`src/rtl/ptr_adj_pkg.sv`:
```
// Package: shared constants and the pointer selector encoding for the
// pointer adjuster. Assumes two architectural pointers.
package ptr_adj_pkg;
    typedef enum logic {
        PSEL_IP = 1'b0,
        PSEL_SP = 1'b1
    } ptr_sel_e;

    localparam int NUM_PTRS = 2;
endpackage

```
`src/rtl/ptr_seg_check.sv`:
```
// Module: ptr_seg_check
// Decides whether a narrow offset lies inside a segment. A normal segment
// spans 0..limit. An expand-down segment spans limit+1 .. top, and the top
// is all ones at either the wide or the half width.
// Assumes offs_i is already wrapped to the active width.
module ptr_seg_check #(
    parameter int SEG_W  = 32,
    parameter int HALF_W = 16
) (
    input  logic [SEG_W-1:0] offs_i,
    input  logic [SEG_W-1:0] limit_i,
    input  logic             expdn_i,
    input  logic             wide_i,
    output logic             inside_o
);
    localparam logic [SEG_W-1:0] TOP_WIDE = {SEG_W{1'b1}};
    localparam logic [SEG_W-1:0] TOP_HALF = {{(SEG_W-HALF_W){1'b0}}, {HALF_W{1'b1}}};

    logic [SEG_W-1:0] seg_top;

    // Purpose: pick the segment top and compare the offset with the bounds.
    always_comb begin
        seg_top = wide_i ? TOP_WIDE : TOP_HALF;
        if (expdn_i) begin
            inside_o = (offs_i > limit_i) && (offs_i <= seg_top);
        end else begin
            inside_o = (offs_i <= limit_i);
        end
    end
endmodule

```
`src/rtl/ptr_canon_check.sv`:
```
// Module: ptr_canon_check
// Reports whether a full-width address is canonical, meaning that every bit
// from the top implemented virtual-address bit upward is equal.
// Assumes VA_BITS < ADDR_W.
module ptr_canon_check #(
    parameter int ADDR_W  = 64,
    parameter int VA_BITS = 48
) (
    input  logic [ADDR_W-1:0] addr_i,
    output logic              canon_o
);
    localparam int HI_W = ADDR_W - VA_BITS + 1;

    logic [HI_W-1:0] hi_bits;

    // Purpose: the upper bits must be all zeros or all ones.
    always_comb begin
        hi_bits = addr_i[ADDR_W-1:VA_BITS-1];
        canon_o = (&hi_bits) || !(|hi_bits);
    end
endmodule

```
`src/rtl/ptr_next_calc.sv`:
```
// Module: ptr_next_calc
// Computes the next value of one pointer. A single full-width adder serves
// every mode, and the 32-bit and 16-bit sums are its low bits, which are
// equal to a modular add at those widths. The module produces the value
// returned to the requester, the value to merge into the register, and the
// error flag. Assumes DELTA_W <= ADDR_W and HALF_W < SEG_W < ADDR_W.
module ptr_next_calc #(
    parameter int ADDR_W  = 64,
    parameter int DELTA_W = 64,
    parameter int SEG_W   = 32,
    parameter int HALF_W  = 16,
    parameter int VA_BITS = 48
) (
    input  logic [ADDR_W-1:0]  cur_i,
    input  logic [DELTA_W-1:0] delta_i,
    input  logic               mode64_i,
    input  logic               wide_i,
    input  logic [SEG_W-1:0]   limit_i,
    input  logic               expdn_i,
    output logic [ADDR_W-1:0]  ret_o,
    output logic [ADDR_W-1:0]  merged_o,
    output logic               err_o
);
    localparam int PAD_W = ADDR_W - DELTA_W;

    logic [ADDR_W-1:0] delta_x;
    logic [ADDR_W-1:0] sum_full;
    logic [SEG_W-1:0]  narrow_off;
    logic              seg_inside;
    logic              canon;

    // Sign-extend the delta only when it is narrower than the register.
    if (PAD_W > 0) begin : g_delta_ext
        assign delta_x = {{PAD_W{delta_i[DELTA_W-1]}}, delta_i};
    end else begin : g_delta_full
        assign delta_x = delta_i[ADDR_W-1:0];
    end

    // Purpose: the shared full-width adder and the narrow view of its sum.
    always_comb begin
        sum_full   = cur_i + delta_x;
        narrow_off = wide_i ? sum_full[SEG_W-1:0]
                            : {{(SEG_W-HALF_W){1'b0}}, sum_full[HALF_W-1:0]};
    end

    ptr_seg_check #(
        .SEG_W  (SEG_W),
        .HALF_W (HALF_W)
    ) u_seg (
        .offs_i   (narrow_off),
        .limit_i  (limit_i),
        .expdn_i  (expdn_i),
        .wide_i   (wide_i),
        .inside_o (seg_inside)
    );

    ptr_canon_check #(
        .ADDR_W  (ADDR_W),
        .VA_BITS (VA_BITS)
    ) u_canon (
        .addr_i  (sum_full),
        .canon_o (canon)
    );

    // Purpose: choose the returned value, the merged value and the error by mode.
    always_comb begin
        if (mode64_i) begin
            ret_o    = sum_full;
            merged_o = sum_full;
            err_o    = !canon;
        end else begin
            ret_o = {{(ADDR_W-SEG_W){1'b0}}, narrow_off};
            if (wide_i) begin
                merged_o = {cur_i[ADDR_W-1:SEG_W], sum_full[SEG_W-1:0]};
            end else begin
                merged_o = {cur_i[ADDR_W-1:HALF_W], sum_full[HALF_W-1:0]};
            end
            err_o = !seg_inside;
        end
    end
endmodule

```
`src/rtl/ptr_adjuster.sv`:
```
// Module: ptr_adjuster (top)
// Holds the instruction and stack pointer registers. It accepts one adjust
// request per cycle and answers one cycle later with the new value and an
// error flag, committing the value at the same edge when writing is asked
// for and no error was found. Assumes the mode and segment attributes are
// stable during the cycle of a request.
module ptr_adjuster #(
    parameter int ADDR_W  = 64,
    parameter int DELTA_W = 64,
    parameter int SEG_W   = 32,
    parameter int HALF_W  = 16,
    parameter int VA_BITS = 48,
    parameter logic [ADDR_W-1:0] RIP_RST = 64'h0000_0012_0000_1000,
    parameter logic [ADDR_W-1:0] RSP_RST = 64'h0000_0034_0000_8000
) (
    input  logic               clk,
    input  logic               rst_n,
    input  logic               long_mode_i,
    input  logic               cs_long_i,
    input  logic               cs_wide_i,
    input  logic               ss_wide_i,
    input  logic [SEG_W-1:0]   cs_limit_i,
    input  logic               cs_expdn_i,
    input  logic [SEG_W-1:0]   ss_limit_i,
    input  logic               ss_expdn_i,
    input  logic               req_valid_i,
    input  logic               req_sel_i,
    input  logic [DELTA_W-1:0] req_delta_i,
    input  logic               req_wr_i,
    output logic               res_valid_o,
    output logic [ADDR_W-1:0]  res_ptr_o,
    output logic               res_err_o,
    output logic [ADDR_W-1:0]  ip_o,
    output logic [ADDR_W-1:0]  sp_o
);
    import ptr_adj_pkg::*;

    logic [ADDR_W-1:0] ptr_cur [NUM_PTRS];
    logic [ADDR_W-1:0] sel_cur;
    logic              mode64;
    logic              sel_wide;
    logic [SEG_W-1:0]  sel_limit;
    logic              sel_expdn;
    logic [ADDR_W-1:0] calc_ret;
    logic [ADDR_W-1:0] calc_merged;
    logic              calc_err;
    logic              valid_q;
    logic [ADDR_W-1:0] ptr_res_q;
    logic              err_q;

    // Purpose: decode the mode and route the attributes of the selected pointer.
    always_comb begin
        mode64 = long_mode_i && cs_long_i;
        if (ptr_sel_e'(req_sel_i) == PSEL_SP) begin
            sel_cur   = ptr_cur[PSEL_SP];
            sel_wide  = ss_wide_i;
            sel_limit = ss_limit_i;
            sel_expdn = ss_expdn_i;
        end else begin
            sel_cur   = ptr_cur[PSEL_IP];
            sel_wide  = cs_wide_i;
            sel_limit = cs_limit_i;
            sel_expdn = cs_expdn_i;
        end
    end

    ptr_next_calc #(
        .ADDR_W  (ADDR_W),
        .DELTA_W (DELTA_W),
        .SEG_W   (SEG_W),
        .HALF_W  (HALF_W),
        .VA_BITS (VA_BITS)
    ) u_calc (
        .cur_i    (sel_cur),
        .delta_i  (req_delta_i),
        .mode64_i (mode64),
        .wide_i   (sel_wide),
        .limit_i  (sel_limit),
        .expdn_i  (sel_expdn),
        .ret_o    (calc_ret),
        .merged_o (calc_merged),
        .err_o    (calc_err)
    );

    // One register slice per pointer, each with its own reset value and commit.
    for (genvar k = 0; k < NUM_PTRS; k++) begin : g_ptr
        localparam logic [ADDR_W-1:0] RST_VAL = (k == 0) ? RIP_RST : RSP_RST;
        logic [ADDR_W-1:0] val_q;
        logic              commit;

        assign commit     = req_valid_i && req_wr_i && !calc_err && (req_sel_i == 1'(k));
        assign ptr_cur[k] = val_q;

        // Purpose: hold the pointer and take the merged value on a clean commit.
        always_ff @(posedge clk) begin
            if (!rst_n) begin
                val_q <= RST_VAL;
            end else if (commit) begin
                val_q <= calc_merged;
            end
        end
    end

    // Purpose: register the response one cycle after the request.
    always_ff @(posedge clk) begin
        if (!rst_n) begin
            valid_q   <= 1'b0;
            ptr_res_q <= '0;
            err_q     <= 1'b0;
        end else begin
            valid_q <= req_valid_i;
            if (req_valid_i) begin
                ptr_res_q <= calc_ret;
                err_q     <= calc_err;
            end
        end
    end

    assign res_valid_o = valid_q;
    assign res_ptr_o   = ptr_res_q;
    assign res_err_o   = err_q;
    assign ip_o        = ptr_cur[PSEL_IP];
    assign sp_o        = ptr_cur[PSEL_SP];
endmodule

```
`config.mk`:
```
export PLATFORM = sky130hd
export DESIGN_NAME = ptr_adjuster
export DESIGN_NICKNAME = d
export VERILOG_FILES = /design/src/rtl/ptr_adj_pkg.sv /design/src/rtl/ptr_seg_check.sv /design/src/rtl/ptr_canon_check.sv /design/src/rtl/ptr_next_calc.sv /design/src/rtl/ptr_adjuster.sv
export SDC_FILE = /design/constraint.sdc
export NUM_CORES = 1
export LEC_CHECK = 0
export BUFFER_PORTS_ARGS = -buffer_cell sky130_fd_sc_hd__buf_4
export CAP_MARGIN = 20
export CORE_MARGIN = 3
export CORE_UTILIZATION = 56
export DETAILED_ROUTE_END_ITERATION = 8
export PLACE_DENSITY = 0.91
export SKIP_LAST_GASP = 1
export SLEW_MARGIN = 20
export SYNTH_ARGS = -nofsm -noshare
export SYNTH_HDL_FRONTEND = slang
export SYNTH_HIERARCHICAL = 1
export SYNTH_SLANG_ARGS = --single-unit
```
`constraint.sdc`:
```
create_clock -name clk -period 6.2 [get_ports clk]
set_input_delay 0.31 -clock clk [delete_from_list [all_inputs] [get_ports clk]]
set_output_delay 0.31 -clock clk [all_outputs]
set_load 0.03 [all_outputs]
```
==> results.md <==
CTS:
- The longest clock path from root to sink contains 2 buffers.
- The sink count of the clock tree is 194.
- In this run, post-CTS hold repair placed 0 buffers.
- The clock tree from TritonCTS is yes.
- After clock tree synthesis, the clock-pin slew on the worst setup and hold paths is 0.08 ns.
- CTS built an H-tree with a depth of 4.
- Gates resized during post-CTS repair numbered 0.
- The clock latency on the worst-skew pair is between 0.4 and 0.5 ns.
- In this run the clock root is driven by a clkbuf_16.
- The number of setup buffers added after CTS is 0.
- The number of clock buffers added by TritonCTS is 17.

Detailed routing:
- Across all layers, the routed design uses 14,430 vias.
- In the final routed layout, each cell accounts on average for 20.2 um.
- The remaining design rule violation count is 0.
- In this run the remaining antenna-violating nets after routing total 0.
- Dividing the detail-routed via count by the number of cells gives between 6 and 7.
- The wire length reported by the detailed router is just under 50,000 um.
- The violation count after the first detailed-routing iteration is 1,346.
- The first detailed-routing pass took 7 iterations.

Die:
- In this run the horizontal extent of the chip is approximately 170 um.
- The die is 171 um tall.
- The standard cell core area is 26,400 sq um.
- The starting utilization of the core area is 0.578.
- For this design the top-level I/O count stands at 333.
- The die covers around 29,000 sq um.
- The number of placement rows is 59.

Setup path:
- The worst register-to-register path has a depth of 21.
- The maximum fanout along the worst path is 47.
- Counting stages on the worst path, the most repeated cell is a21oi_1.
- The worst setup slack for register-to-register paths is 0.41 ns.
- The largest incremental delay on the critical path is slightly above 0.5 ns.
- The capture point of the worst reg-to-reg path is sp_o[27]$_SDFFE_PN0P_.
- The kind of critical path is reg2reg.
- The category of the worst setup path launch point is a register.
- For the worst setup path, the data required time is 6.55 ns.
- The slowest stage of the critical path belongs to the cell nor4_1.
- The worst setup path is captured at a register.
- The critical path goes through mux2_2 > ha_1 > fa_1 > a21oi_1 > o221ai_1 > a21oi_1 > a21oi_1 > a31oi_1 > o21ai_0 > xor2_1 > and2_1 > ha_1 > nand4_1 > nor4_1 > nor3b_1 > o2bb2ai_1 > a211oi_2 > mux2i_1 > nand4b_1 > buf_12 > mux2i_1.
- STA puts the critical path data arrival time at 6.15 ns.
- The startpoint identified for the worst register-to-register timing path is sp_o[0]$_SDFFE_PN0P_.

Cells and area:
- The area of all sequential standard cells is 3880 sq um.
- From synthesis to final layout, the design area changed by 19.7%.
- The count of fill cells added during filler insertion is between 2,000 and 2,500.
- Of the cells placed in the final design, the portion with a size suffix greater than 1 is 0.268.
- The number of antenna diodes is 0.
- At the end of the flow, the number of nets in the layout was between 2,000 and 2,500.
- The area of combinational cells with multiple inputs is 10,300 sq um.

Place:
- Summed over all nets, the half-perimeter wirelength after detailed placement is 36,600 um.
- The number of I/O port buffers is approximately 330.
- The congestion estimate from routability-driven global placement came to 0.929.

STA:
- The worst max-slew margin expressed relative to the limit is 0.311.
- The max-slew violation count is 0.
- In the finished design, the share of the clock period the worst path needs comes to 0.934.
- The worst path needs ~5.8 ns of the cycle, external delays included.
- For the pin with the worst max-slew slack, the measured transition is 1.03 ns.
- The clock arrives with 0.0150 ns of skew.
- After routing, the total negative slack on setup checks comes to 0 ns.
- Setup repair after global routing left no endpoint under its margin.
- The count of final setup violators is 0.
- Timing would allow up to 173 MHz.
- The final hold violation count is 0.

Hold path:
- The worst hold path passes through 3 cells.
- In this run the most critical hold path is launched from req_valid_i.
- The capture endpoint of the worst hold path is res_err_o$_SDFFE_PN0P_.
- The class of the worst hold path is in2reg.

Pwr:
- The worst IR drop on VDD is 0.000148 V.
- For this design the ratio of total power to cell area is approximately 190 nW/um^2.
- After layout, the design draws a total of 3.38 mW.
- In this run the static leakage power is between 8 and 9 nW.

Global routing:
- The first-pass GRT wire length is 74,200 um.
- Entering global routing, the biggest net connects 175 pins.
- Summed over all layers, the global routing overflow is 0.
- The overall track demand over capacity in global routing is 0.315.
- The initial antenna violation count came to 1.
- The number of global-route vias before repair came to 14,200.

Yosys:
- The net count of the mapped netlist is between 2,000 and 2,500.
- Synthesis produced 1,791 cells.
- The Yosys step of the flow raised 6 warnings.
- The area of the mapped netlist is 15,200 sq um.
- The synthesized area per cell is ~8.5 sq um.

Outcome:
- The flow ran to the end, and the final reports show no timing, DRC or antenna violations.

Flow run:
- The tool flagged a number of max-cap violations equal to 0.
## area by class of cell
type                       count  area share
multi-input combinational   1400       0.566
sequential                   194       0.213
timing repair buffer         365       0.154
clock buffer                  18      0.0241
tap                          335      0.0230
inverter                      61      0.0126
clock inverter                14     0.00741
## layer usage
layer / global-route usage / up-vias / wire, um
met5: 0 / - / 5
met4: 0.113 / 2 / 1430
met3: 0.0538 / 113 / 3690
met2: 0.547 / 676 / 23500
met1: 0.394 / 6857 / 19600
li1: - / 6782 / -
## layout by cell type, fill, tap and decap left out, types with 6 or more instances in the layout
master     count
xor2_1        22
a21oi_1      104
nor3_1        23
inv_8          6
ha_1         111
a31oi_1       10
o21ai_1        9
o21bai_1      16
xnor2_1       38
and2_1        40
o21ai_0       48
a221o_1        6
nand4_1       47
o21a_1        13
a21oi_2        6
buf_4        359
nor2_1        51
inv_1         61
a211oi_1       9
nand2_1      271
nor2b_1      100
o211ai_1       6
mux2i_1      198
nor4_1         8
dfxtp_1      194
a21o_1        46
mux2_2       115
clkbuf_16     17
nand3_1       22
## where the power goes
part | internal (mW) | switching [mW] | leakage [nW]
Sequential | 1.29 | 0.0285 | 1.57
Clock | 0.548 | 0.573 | 0.279
Combinational | 0.388 | 0.555 | 6.77
## per-stage QoR
| stage | setup slack [ns] | util | area (sq um) | hold WS, ns | std cells |
|---|---|---|---|---|---|
| after floorplan | 0.936 | - | 15200 | 0.586 | 1791 |
| after global placement | 0.368 | 0.670 | 17700 | 0.456 | 2355 |
| after detailed placement | 0.155 | 0.670 | 17700 | 0.464 | 2355 |
| after CTS | 0.534 | 0.692 | 18200 | 0.368 | 2387 |
| after global routing | 0.00535 | 0.692 | 18200 | 0.387 | 2387 |
| final | 0.408 | 0.692 | 18200 | 0.386 | 2387 |
## how the worst max path moves through the flow
stage	cells after the start	slack, ns	end	start
floorplan	24	0.94	sp_o[29]$_SDFFE_PN0P_	req_sel_i
global placement	21	0.37	ip_o[42]$_SDFFE_PN0P_	req_sel_i
detailed placement	21	0.15	ip_o[34]$_SDFFE_PN0P_	req_sel_i
CTS	21	0.53	sp_o[27]$_SDFFE_PN0P_	sp_o[0]$_SDFFE_PN0P_
global route	21	0.005	sp_o[27]$_SDFFE_PN0P_	req_sel_i
finish	21	0.41	sp_o[27]$_SDFFE_PN0P_	sp_o[0]$_SDFFE_PN0P_
## registers in the layout, summed over array words and instances, names as in the netlist
signal / flops
res_ptr_o: 64
ip_o: 64
res_valid_o: 1
sp_o: 64
res_err_o: 1
## worst max-delay path, delay by kind of cell (launching register included)
kind | cells | cell delay, ns
compound gates | 8 | 1.70
xor+xnor | 1 | 0.18
fa+ha+maj | 3 | 0.93
buf+inv | 1 | 0.39
flops | 1 | 0.34
mux | 3 | 0.80
simple gates | 5 | 1.35
Power figures use the tool's default switching activity.
